<file path="config.mk">
export PLATFORM = sky130hd
export DESIGN_NAME = host_param_regs
export DESIGN_NICKNAME = d
export VERILOG_FILES = /design/src/rtl/hpr_pkg.sv /design/src/rtl/hpr_addr_dec.sv /design/src/rtl/hpr_cmd_dec.sv /design/src/rtl/hpr_cause_reg.sv /design/src/rtl/host_param_regs.sv
export SDC_FILE = /design/constraint.sdc
export NUM_CORES = 1
export LEC_CHECK = 0
export BUFFER_PORTS_ARGS = -buffer_cell sky130_fd_sc_hd__buf_4
export CORE_ASPECT_RATIO = 0.9
export CORE_MARGIN = 4
export CORE_UTILIZATION = 45
export DETAILED_ROUTE_END_ITERATION = 10
export GPL_ROUTABILITY_DRIVEN = 0
export GPL_TIMING_DRIVEN = 0
export PLACE_DENSITY = 0.79
export SYNTH_ARGS = -nofsm -noshare
export SYNTH_HDL_FRONTEND = slang
export SYNTH_SLANG_ARGS = --single-unit
</file>
<file path="constraint.sdc">
create_clock -name clk -period 9.4 [get_ports clk]
set_input_delay 1.41 -clock clk [delete_from_list [all_inputs] [get_ports clk]]
set_output_delay 1.41 -clock clk [all_outputs]
set_load 0.1 [all_outputs]
</file>
<file path="src/rtl/hpr_pkg.sv">
package hpr_pkg;
  localparam int ADDR_W = 16;
  localparam int DATA_W = 32;

  localparam logic [ADDR_W-1:0] A_SWIN  = 16'h0001;
  localparam logic [ADDR_W-1:0] A_DEAD  = 16'h0036;
  localparam logic [ADDR_W-1:0] A_ACCEL = 16'h0060;
  localparam logic [ADDR_W-1:0] A_SPEED = 16'h0062;
  localparam logic [ADDR_W-1:0] A_VBRK  = 16'h0064;
  localparam logic [ADDR_W-1:0] A_VBRN  = 16'h0066;
  localparam logic [ADDR_W-1:0] A_VOVR  = 16'h0068;
  localparam logic [ADDR_W-1:0] A_FTMO  = 16'h006A;
  localparam logic [ADDR_W-1:0] A_BOOST = 16'h006C;
  localparam logic [ADDR_W-1:0] A_FRQH  = 16'h0085;
  localparam logic [ADDR_W-1:0] A_FRQL  = 16'h0086;
  localparam logic [ADDR_W-1:0] A_SETUP = 16'h00AE;
  localparam logic [ADDR_W-1:0] A_STAT  = 16'h00C8;
  localparam logic [ADDR_W-1:0] A_CMD   = 16'h1000;
  localparam logic [ADDR_W-1:0] A_VER   = 16'hEE00;
  localparam logic [ADDR_W-1:0] A_CAUSE = 16'hFE01;

  typedef enum logic [4:0] {
    RG_NONE, RG_DEAD, RG_ACCEL, RG_SPEED, RG_VBRK, RG_VBRN, RG_VOVR,
    RG_FTMO, RG_BOOST, RG_FRQH, RG_FRQL, RG_SETUP, RG_STAT, RG_SWIN,
    RG_CMD, RG_VER, RG_CAUSE
  } reg_id_e;

  typedef struct packed {
    reg_id_e     id;
    logic [2:0]  nbytes;
    logic        rd_ok;
    logic        wr_ok;
    logic [15:0] vmax;
  } reg_desc_t;

  typedef enum logic [2:0] {
    CK_BAD, CK_DIR, CK_RST, CK_FREQ, CK_POL, CK_BASE
  } cmd_kind_e;

  typedef enum logic [1:0] {
    DIR_STOP = 2'd0, DIR_FWD = 2'd1, DIR_REV = 2'd2
  } dir_e;
endpackage

</file>
<file path="src/rtl/hpr_addr_dec.sv">
module hpr_addr_dec
  import hpr_pkg::*;
#(
  parameter logic [ADDR_W-1:0] WIN_LO = 16'h0060,
  parameter logic [ADDR_W-1:0] WIN_HI = 16'hEE03,
  parameter int                THR_W  = 10
) (
  input  logic [ADDR_W-1:0] addr,
  output reg_desc_t         desc,
  output logic              rd_window
);
  localparam logic [15:0] THR_MAX = 16'((1 << THR_W) - 1);

  function automatic reg_desc_t mk(reg_id_e id, int nb, logic r, logic w,
                                   logic [15:0] m);
    reg_desc_t d;
    d.id     = id;
    d.nbytes = 3'(nb);
    d.rd_ok  = r;
    d.wr_ok  = w;
    d.vmax   = m;
    return d;
  endfunction

  always_comb begin
    case (addr)
      A_DEAD:  desc = mk(RG_DEAD,  1, 1'b1, 1'b1, 16'h00FF);
      A_ACCEL: desc = mk(RG_ACCEL, 2, 1'b1, 1'b1, 16'h7FFF);
      A_SPEED: desc = mk(RG_SPEED, 2, 1'b1, 1'b1, 16'h7FFF);
      A_VBRK:  desc = mk(RG_VBRK,  2, 1'b1, 1'b1, THR_MAX);
      A_VBRN:  desc = mk(RG_VBRN,  2, 1'b1, 1'b1, THR_MAX);
      A_VOVR:  desc = mk(RG_VOVR,  2, 1'b1, 1'b1, THR_MAX);
      A_FTMO:  desc = mk(RG_FTMO,  2, 1'b1, 1'b1, 16'hFFFF);
      A_BOOST: desc = mk(RG_BOOST, 1, 1'b1, 1'b1, 16'h00FF);
      A_FRQH:  desc = mk(RG_FRQH,  2, 1'b1, 1'b0, 16'h0000);
      A_FRQL:  desc = mk(RG_FRQL,  1, 1'b1, 1'b0, 16'h0000);
      A_SETUP: desc = mk(RG_SETUP, 1, 1'b1, 1'b0, 16'h0000);
      A_STAT:  desc = mk(RG_STAT,  1, 1'b1, 1'b0, 16'h0000);
      A_SWIN:  desc = mk(RG_SWIN,  1, 1'b1, 1'b0, 16'h0000);
      A_CMD:   desc = mk(RG_CMD,   1, 1'b0, 1'b1, 16'h00FF);
      A_VER:   desc = mk(RG_VER,   4, 1'b1, 1'b0, 16'h0000);
      A_CAUSE: desc = mk(RG_CAUSE, 1, 1'b1, 1'b0, 16'h0000);
      default: desc = mk(RG_NONE,  0, 1'b0, 1'b0, 16'h0000);
    endcase
  end

  // Readable window plus the always-readable exception addresses
  assign rd_window = ((addr >= WIN_LO) && (addr <= WIN_HI)) ||
                     (addr == A_SWIN) || (addr == A_DEAD) || (addr == A_CAUSE);
endmodule

</file>
<file path="src/rtl/hpr_cmd_dec.sv">
module hpr_cmd_dec
  import hpr_pkg::*;
(
  input  logic [7:0] code,
  output cmd_kind_e  kind,
  output logic [1:0] arg
);
  always_comb begin
    kind = CK_BAD;
    arg  = 2'd0;
    case (code)
      8'h10: begin kind = CK_DIR;  arg = DIR_FWD;  end
      8'h11: begin kind = CK_DIR;  arg = DIR_REV;  end
      8'h20: begin kind = CK_DIR;  arg = DIR_STOP; end
      8'h30: kind = CK_RST;
      8'h41: begin kind = CK_FREQ; arg = 2'd0; end
      8'h42: begin kind = CK_FREQ; arg = 2'd1; end
      8'h44: begin kind = CK_FREQ; arg = 2'd2; end
      8'h48: begin kind = CK_FREQ; arg = 2'd3; end
      8'h50, 8'h54, 8'h58, 8'h5C: begin kind = CK_POL; arg = code[3:2]; end
      8'h60, 8'h61: begin kind = CK_BASE; arg = {1'b0, code[0]}; end
      default: kind = CK_BAD;
    endcase
  end
endmodule

</file>
<file path="src/rtl/hpr_cause_reg.sv">
module hpr_cause_reg #(
  parameter int           W    = 8,
  parameter logic [W-1:0] MASK = 8'hFA
) (
  input  logic         clk,
  input  logic         rst,
  input  logic         load,
  input  logic [W-1:0] load_val,
  input  logic         rd_clr,
  output logic [W-1:0] value
);
  logic [W-1:0] q;

  always_ff @(posedge clk) begin
    if (rst) q <= '0;
    else     q <= (rd_clr ? '0 : q) | (load ? (load_val & MASK) : '0);
  end

  assign value = q;
endmodule

</file>
<file path="src/rtl/host_param_regs.sv">
module host_param_regs
  import hpr_pkg::*;
#(
  parameter logic [31:0] VERSION  = 32'h48505231,
  parameter int          THR_W    = 10,
  parameter logic [1:0]  DEF_FREQ = 2'd2,
  parameter logic [15:0] WIN_LO   = 16'h0060,
  parameter logic [15:0] WIN_HI   = 16'hEE03
) (
  input  logic              clk,
  input  logic              rst,
  input  logic [ADDR_W-1:0] host_addr,
  input  logic [1:0]        host_size,
  input  logic [DATA_W-1:0] host_wdata,
  input  logic              host_rd,
  input  logic              host_wr,
  output logic [DATA_W-1:0] host_rdata,
  output logic              host_ack,
  output logic              host_err,
  input  logic [7:0]        status_in,
  input  logic [7:0]        switch_in,
  input  logic [15:0]       meas_freq,
  input  logic              cause_load,
  input  logic [7:0]        cause_in,
  output logic              pwm_hiz,
  output logic [1:0]        pwm_freq,
  output logic [1:0]        pwm_pol,
  output logic [7:0]        dead_time,
  output logic              base_50hz,
  output logic [1:0]        dir_cmd,
  output logic              reset_req,
  output logic [15:0]       accel_rate,
  output logic [15:0]       speed_cmd,
  output logic [7:0]        boost_lvl,
  output logic [15:0]       fault_tmo,
  output logic [THR_W-1:0]  vbus_brake,
  output logic [THR_W-1:0]  vbus_brownout,
  output logic [THR_W-1:0]  vbus_over
);
  localparam logic [7:0] CAUSE_MASK = 8'hFA;
  localparam logic [2:0] SETUP_ONES = 3'b111;

  reg_desc_t desc;
  logic      rd_window;
  cmd_kind_e cmd_kind;
  logic [1:0] cmd_arg;
  logic [7:0] cause_val;

  hpr_addr_dec #(.WIN_LO(WIN_LO), .WIN_HI(WIN_HI), .THR_W(THR_W)) u_dec (
    .addr(host_addr), .desc(desc), .rd_window(rd_window)
  );

  hpr_cmd_dec u_cmd (
    .code(host_wdata[7:0]), .kind(cmd_kind), .arg(cmd_arg)
  );

  // State
  logic [7:0]       dt_q, boost_q, snap_q;
  logic [1:0]       pol_q, freq_q, dir_q;
  logic             base_q;
  logic [15:0]      accel_q, speed_q, ftmo_q;
  logic [THR_W-1:0] vbrk_q, vbrn_q, vovr_q;
  logic             dt_set, pol_set, base_set, accel_set, speed_set;
  logic [7:0]       setup_val;

  assign setup_val = {SETUP_ONES, base_set, speed_set, accel_set, pol_set, dt_set};
  assign pwm_hiz   = ~(dt_set & pol_set);

  // Access qualification
  logic       rd_go, wr_go, both_go;
  logic [2:0] sz_bytes;
  logic       size_ok;

  assign rd_go   = host_rd & ~host_wr;
  assign wr_go   = host_wr & ~host_rd;
  assign both_go = host_rd & host_wr;

  always_comb begin
    case (host_size)
      2'd0:    sz_bytes = 3'd1;
      2'd1:    sz_bytes = 3'd2;
      2'd2:    sz_bytes = 3'd4;
      default: sz_bytes = 3'd0;
    endcase
  end
  assign size_ok = (sz_bytes == desc.nbytes) && (sz_bytes != 3'd0);

  // Read path
  logic [DATA_W-1:0] rd_val;
  logic              rd_err, snap_ld, cause_rd;

  always_comb begin
    rd_val   = '0;
    rd_err   = 1'b0;
    snap_ld  = 1'b0;
    cause_rd = 1'b0;
    if (!rd_window || sz_bytes == 3'd0) begin
      rd_err = 1'b1;
    end else if (!desc.rd_ok) begin
      rd_val = '0;
    end else if (desc.id == RG_FRQH && sz_bytes == 3'd1) begin
      rd_val  = {24'd0, meas_freq[15:8]};
      snap_ld = 1'b1;
    end else if (!size_ok) begin
      rd_err = 1'b1;
    end else begin
      case (desc.id)
        RG_DEAD:  rd_val = {24'd0, dt_q};
        RG_ACCEL: rd_val = {16'd0, accel_q};
        RG_SPEED: rd_val = {16'd0, speed_q};
        RG_VBRK:  rd_val = 32'(vbrk_q);
        RG_VBRN:  rd_val = 32'(vbrn_q);
        RG_VOVR:  rd_val = 32'(vovr_q);
        RG_FTMO:  rd_val = {16'd0, ftmo_q};
        RG_BOOST: rd_val = {24'd0, boost_q};
        RG_FRQH:  rd_val = {16'd0, meas_freq};
        RG_FRQL:  rd_val = {24'd0, snap_q};
        RG_SETUP: rd_val = {24'd0, setup_val};
        RG_STAT:  rd_val = {24'd0, status_in};
        RG_SWIN:  rd_val = {24'd0, switch_in};
        RG_VER:   rd_val = VERSION;
        RG_CAUSE: begin rd_val = {24'd0, cause_val}; cause_rd = 1'b1; end
        default:  rd_val = '0;
      endcase
    end
  end

  // Write path
  logic wr_err, cmd_bad, wr_do;

  always_comb begin
    cmd_bad = 1'b0;
    case (cmd_kind)
      CK_BAD:  cmd_bad = 1'b1;
      CK_POL:  cmd_bad = pol_set;
      CK_FREQ: cmd_bad = pwm_hiz;
      default: cmd_bad = 1'b0;
    endcase
  end

  assign wr_err = !desc.wr_ok || !size_ok ||
                  (host_wdata > {16'd0, desc.vmax}) ||
                  (desc.id == RG_DEAD && dt_set) ||
                  (desc.id == RG_CMD && cmd_bad);
  assign wr_do  = wr_go && !wr_err;

  always_ff @(posedge clk) begin
    if (rst) begin
      dt_q <= '0; boost_q <= '0; pol_q <= '0; freq_q <= DEF_FREQ;
      dir_q <= DIR_STOP; base_q <= 1'b0;
      accel_q <= '0; speed_q <= '0; ftmo_q <= '0;
      vbrk_q <= '0; vbrn_q <= '0; vovr_q <= '0;
      dt_set <= 1'b0; pol_set <= 1'b0; base_set <= 1'b0;
      accel_set <= 1'b0; speed_set <= 1'b0;
    end else if (wr_do) begin
      case (desc.id)
        RG_DEAD:  begin dt_q <= host_wdata[7:0]; dt_set <= 1'b1; end
        RG_ACCEL: begin accel_q <= host_wdata[15:0]; accel_set <= 1'b1; end
        RG_SPEED: begin speed_q <= host_wdata[15:0]; speed_set <= 1'b1; end
        RG_VBRK:  vbrk_q  <= host_wdata[THR_W-1:0];
        RG_VBRN:  vbrn_q  <= host_wdata[THR_W-1:0];
        RG_VOVR:  vovr_q  <= host_wdata[THR_W-1:0];
        RG_FTMO:  ftmo_q  <= host_wdata[15:0];
        RG_BOOST: boost_q <= host_wdata[7:0];
        RG_CMD: begin
          case (cmd_kind)
            CK_DIR:  dir_q  <= cmd_arg;
            CK_FREQ: freq_q <= cmd_arg;
            CK_POL:  begin pol_q <= cmd_arg; pol_set <= 1'b1; end
            CK_BASE: begin base_q <= cmd_arg[0]; base_set <= 1'b1; end
            default: ;
          endcase
        end
        default: ;
      endcase
    end
  end

  // Byte snapshot for torn-free byte reads of the live frequency
  always_ff @(posedge clk) begin
    if (rst)                            snap_q <= '0;
    else if (rd_go && !rd_err && snap_ld) snap_q <= meas_freq[7:0];
  end

  hpr_cause_reg #(.W(8), .MASK(CAUSE_MASK)) u_cause (
    .clk(clk), .rst(rst), .load(cause_load), .load_val(cause_in),
    .rd_clr(rd_go && !rd_err && cause_rd), .value(cause_val)
  );

  // Registered response
  logic              ack_q, err_q, rreq_q;
  logic [DATA_W-1:0] rdata_q;

  always_ff @(posedge clk) begin
    if (rst) begin
      ack_q <= 1'b0; err_q <= 1'b0; rdata_q <= '0; rreq_q <= 1'b0;
    end else begin
      ack_q   <= host_rd | host_wr;
      err_q   <= both_go | (rd_go & rd_err) | (wr_go & wr_err);
      rdata_q <= (rd_go && !rd_err) ? rd_val : '0;
      rreq_q  <= wr_do && (desc.id == RG_CMD) && (cmd_kind == CK_RST);
    end
  end

  assign host_ack      = ack_q;
  assign host_err      = err_q;
  assign host_rdata    = rdata_q;
  assign reset_req     = rreq_q;
  assign pwm_freq      = freq_q;
  assign pwm_pol       = pol_q;
  assign dead_time     = dt_q;
  assign base_50hz     = base_q;
  assign dir_cmd       = dir_q;
  assign accel_rate    = accel_q;
  assign speed_cmd     = speed_q;
  assign boost_lvl     = boost_q;
  assign fault_tmo     = ftmo_q;
  assign vbus_brake    = vbrk_q;
  assign vbus_brownout = vbrn_q;
  assign vbus_over     = vovr_q;
endmodule

</file>
==> summary.md <==
| Metric | Value |
|---|---|
| Run status | `finished, final reports clean` |
| Num CTS Buffers | `17` |
| Initial Utilization | `0.465` |
| Hold WC Path Type | `reg2reg` |
| Post-Syn Area per Cell | `approximately 9.2 sq um` |
| CP required | `a little under 10 ns` |
| Post-route total power | `1.54 mW` |
| FF+latch count, synth | `140` |
| Synth cell types | `68` |
| Post-CTS Setup Bufs | `0` |
| Hold Fails Final Rpt | `0` |
| Async set-reset flop share out of synthesis | `0` |
| Die X | `142 um` |
| First-pass GRT wire length | `41200 um` |
| Initial antenna violation count | `0` |
| Vias in the first global route | `7164` |
| Worst Setup End Kind | `flip-flop` |
| Port bufs | `approximately 220` |
| Area growth from synthesis to layout | `36.0%` |
| Final ANT Viol Nets | `0` |
| Post-Synthesis Cells | `791` |
| Tightest Pin Transition | `1.09 ns` |
| Clock latency on the worst-skew pair | `0.43 ns` |
| Rel. slew slack | `0.265` |
| Placed cells | `1221` |
| NumNets Final | `around 1100` |
| GRT Util Overall | `0.294` |
| Main flop type after synthesis | `dfxtp_1` |
| Clock power share | `0.522` |
| Dpl hpwl | `20700 um` |
| CTS tree | `done` |
| Vias | `7613` |
| Endpoints failing setup | `0` |
| Most common cell after layout, fill and taps aside | `buf_4` |
| Number of max-cap violations | `0` |
| Site row count | `43` |
| Wire per inst | `roughly 22 um` |
| Clock Skew | `0.00656 ns` |
| Internal power | `1.18 mW` |
| # DRC | `0` |
| Vias/cell | `6.08` |
| WL final | `27900 um` |
| Drt pass-1 iters | `7` |
| EDFF count, synth | `0` |
| Leak Pwr | `about 4.6 nW` |
| Layout cell share with drive strength beyond 1 | `0.297` |
| Final TNS setup | `0 ns` |
| Worst-path maximum fanout | `10` |
| Largest net degree at the start of global routing | `17` |
| CTS root buf | `clkbuf_16` |
| DR iter-0 viols | `946` |
| Post_cts resized | `0` |
| Sequential Power Share | `0.389` |
| CTS Buffer Depth | `2` |
| CP Class | `in2reg` |
| Fin crit share | `0.598` |
| H-tree depth | `4` |
| Power Dens Cells | `155 nW/um^2` |
| Worst endpoint data arrival time | `between 5 and 6 ns` |
| Final std cells w/o fill | `1253` |
| Core Footprint | `15700 sq um` |
| IR drop worst, VDD | `0.136 mV` |
| Mapped cell area | `around 7300 sq um` |
| Seq/Total Area, Yosys | `0.385` |
| Minimum clock period | `5.62 ns` |
| Overflow after GRT | `0` |
| I/O pins | `between 200 and 250` |
| Die Y | `129 um` |
| Switch share | `0.230` |
| Clock slew at reported path FFs | `0.06 ns` |
| Ant. Diodes | `0` |
| Die area | `18300 sq um` |
| FMAX | `178 MHz` |
| Sw Pwr | `0.353 mW` |
| Setup crit start kind | `primary input` |
| Pins Over Slew Limit | `0` |
| Combinational power share | `0.089` |
| Clock sink total | `140` |
| Yosys warning count | `0` |
| Post-cts hold buffer count | `0` |
| RSZ-0062 raised after global routing | `false` |
| Commonest non-fill, non-tap cells in the layout | `buf_4, dfxtp_1, nor2_1` |
-- final timing paths --
kind                                   start       endpoint  slack [ns]  depth (start not counted)
worst max-delay path            host_addr[9]  fault_tmo[15]        3.78                         16
worst min-delay path               accel_set      accel_set        0.47                          2
worst max register to register       pol_set  fault_tmo[15]        6.92                          9
worst min register to register     accel_set      accel_set        0.47                          2
-- metrics by stage --
stage / hold WS [ns] / instance area (sq um) / util / setup WS [ns]
2_1_floorplan: 0.425 / 7320 / - / 4.51
3_3_place_gp: 0.436 / 9200 / 0.588 / 3.41
3_5_place_dp: 0.454 / 9200 / 0.588 / 3.36
4_1_cts: 0.463 / 9900 / 0.632 / 3.78
5_1_grt: 0.465 / 9900 / 0.632 / 3.41
6_report: 0.472 / 9900 / 0.632 / 3.78
-- worst max-delay path: stages --
cell and delay (ns):
buf_4 0.12, nor4_1 0.63, nand3_1 0.48, nor2_1 0.27, nand2_1 0.23, ha_1 0.37, nand4_1 0.20, inv_1 0.06
a221oi_1 0.43, nor2_1 0.15, nor4_4 0.63, and4_1 0.34, buf_6 0.16, buf_8 0.17, mux2i_1 0.20, nor2_1 0.05
-- metal layers --
metal / vias up / GRT usage / wire (um)
li1: 3399 / - / -
met1: 3605 / 0.380 / 10900
met2: 522 / 0.445 / 12100
met3: 87 / 0.110 / 3780
met4: 0 / 0.122 / 1220
met5: - / 0 / 0
-- final cells by class --
type | instances | area [sq um]
plain buffers | 62 | 359
multi-input cells | 589 | 4120
flip-flops and latches | 140 | 2800
clock inverters | 10 | 235
well taps | 202 | 253
fillers | 1328 | 5760
repair buffers | 217 | 1630
clock buffers | 22 | 464
inverters | 11 | 41.3
-- cells by family after synthesis --
logic type	share of synthesized area
compound gates	0.134
xor+xnor	0.00361
fa+ha+maj	0.0275
buf+inv	0.0550
flops	0.385
mux	0.174
other cells	0.000515
simple gates	0.221
-- cell usage after synthesis, drive strengths merged (4+ instances only) --
cell type / count / area share
dfxtp: 140 / 0.39
nor2: 130 / 0.067
mux2i: 115 / 0.16
nand2: 46 / 0.024
buf: 33 / 0.034
a21oi: 30 / 0.022
clkbuf: 29 / 0.015
nand4: 21 / 0.020
nor4: 21 / 0.028
nor3: 20 / 0.018
a222oi: 19 / 0.026
ha: 16 / 0.028
a22oi: 15 / 0.015
nand3: 13 / 0.0089
nand2b: 12 / 0.010
inv: 11 / 0.0057
a221oi: 10 / 0.013
mux2: 10 / 0.015
nor2b: 10 / 0.0086
a211oi: 9 / 0.0093
a22o: 8 / 0.0096
o21ai: 8 / 0.0055
or3: 8 / 0.0069
and3: 5 / 0.0043
a21o: 4 / 0.0041
-- sequential cells by signal, indices dropped and copies added (netlist names), 6 cells and up --
signal / flops
vbus_brake: 10
speed_cmd: 16
fault_tmo: 16
u_cause.value: 6
snap_q: 8
boost_lvl: 8
host_rdata: 17
accel_rate: 16
vbus_over: 10
vbus_brownout: 10
dead_time: 8
-- power groups by stage --
stage / registers [mW] / logic, mW / clock network, mW
floorplan: 0.614 / 0.0660 / 0
global placement: 0.611 / 0.131 / 0
detailed placement: 0.610 / 0.133 / 0
CTS: 0.598 / 0.134 / 0.804
finish: 0.598 / 0.137 / 0.802
global route: 0.597 / 0.144 / 0.832
Power figures use the tool's default switching activity.
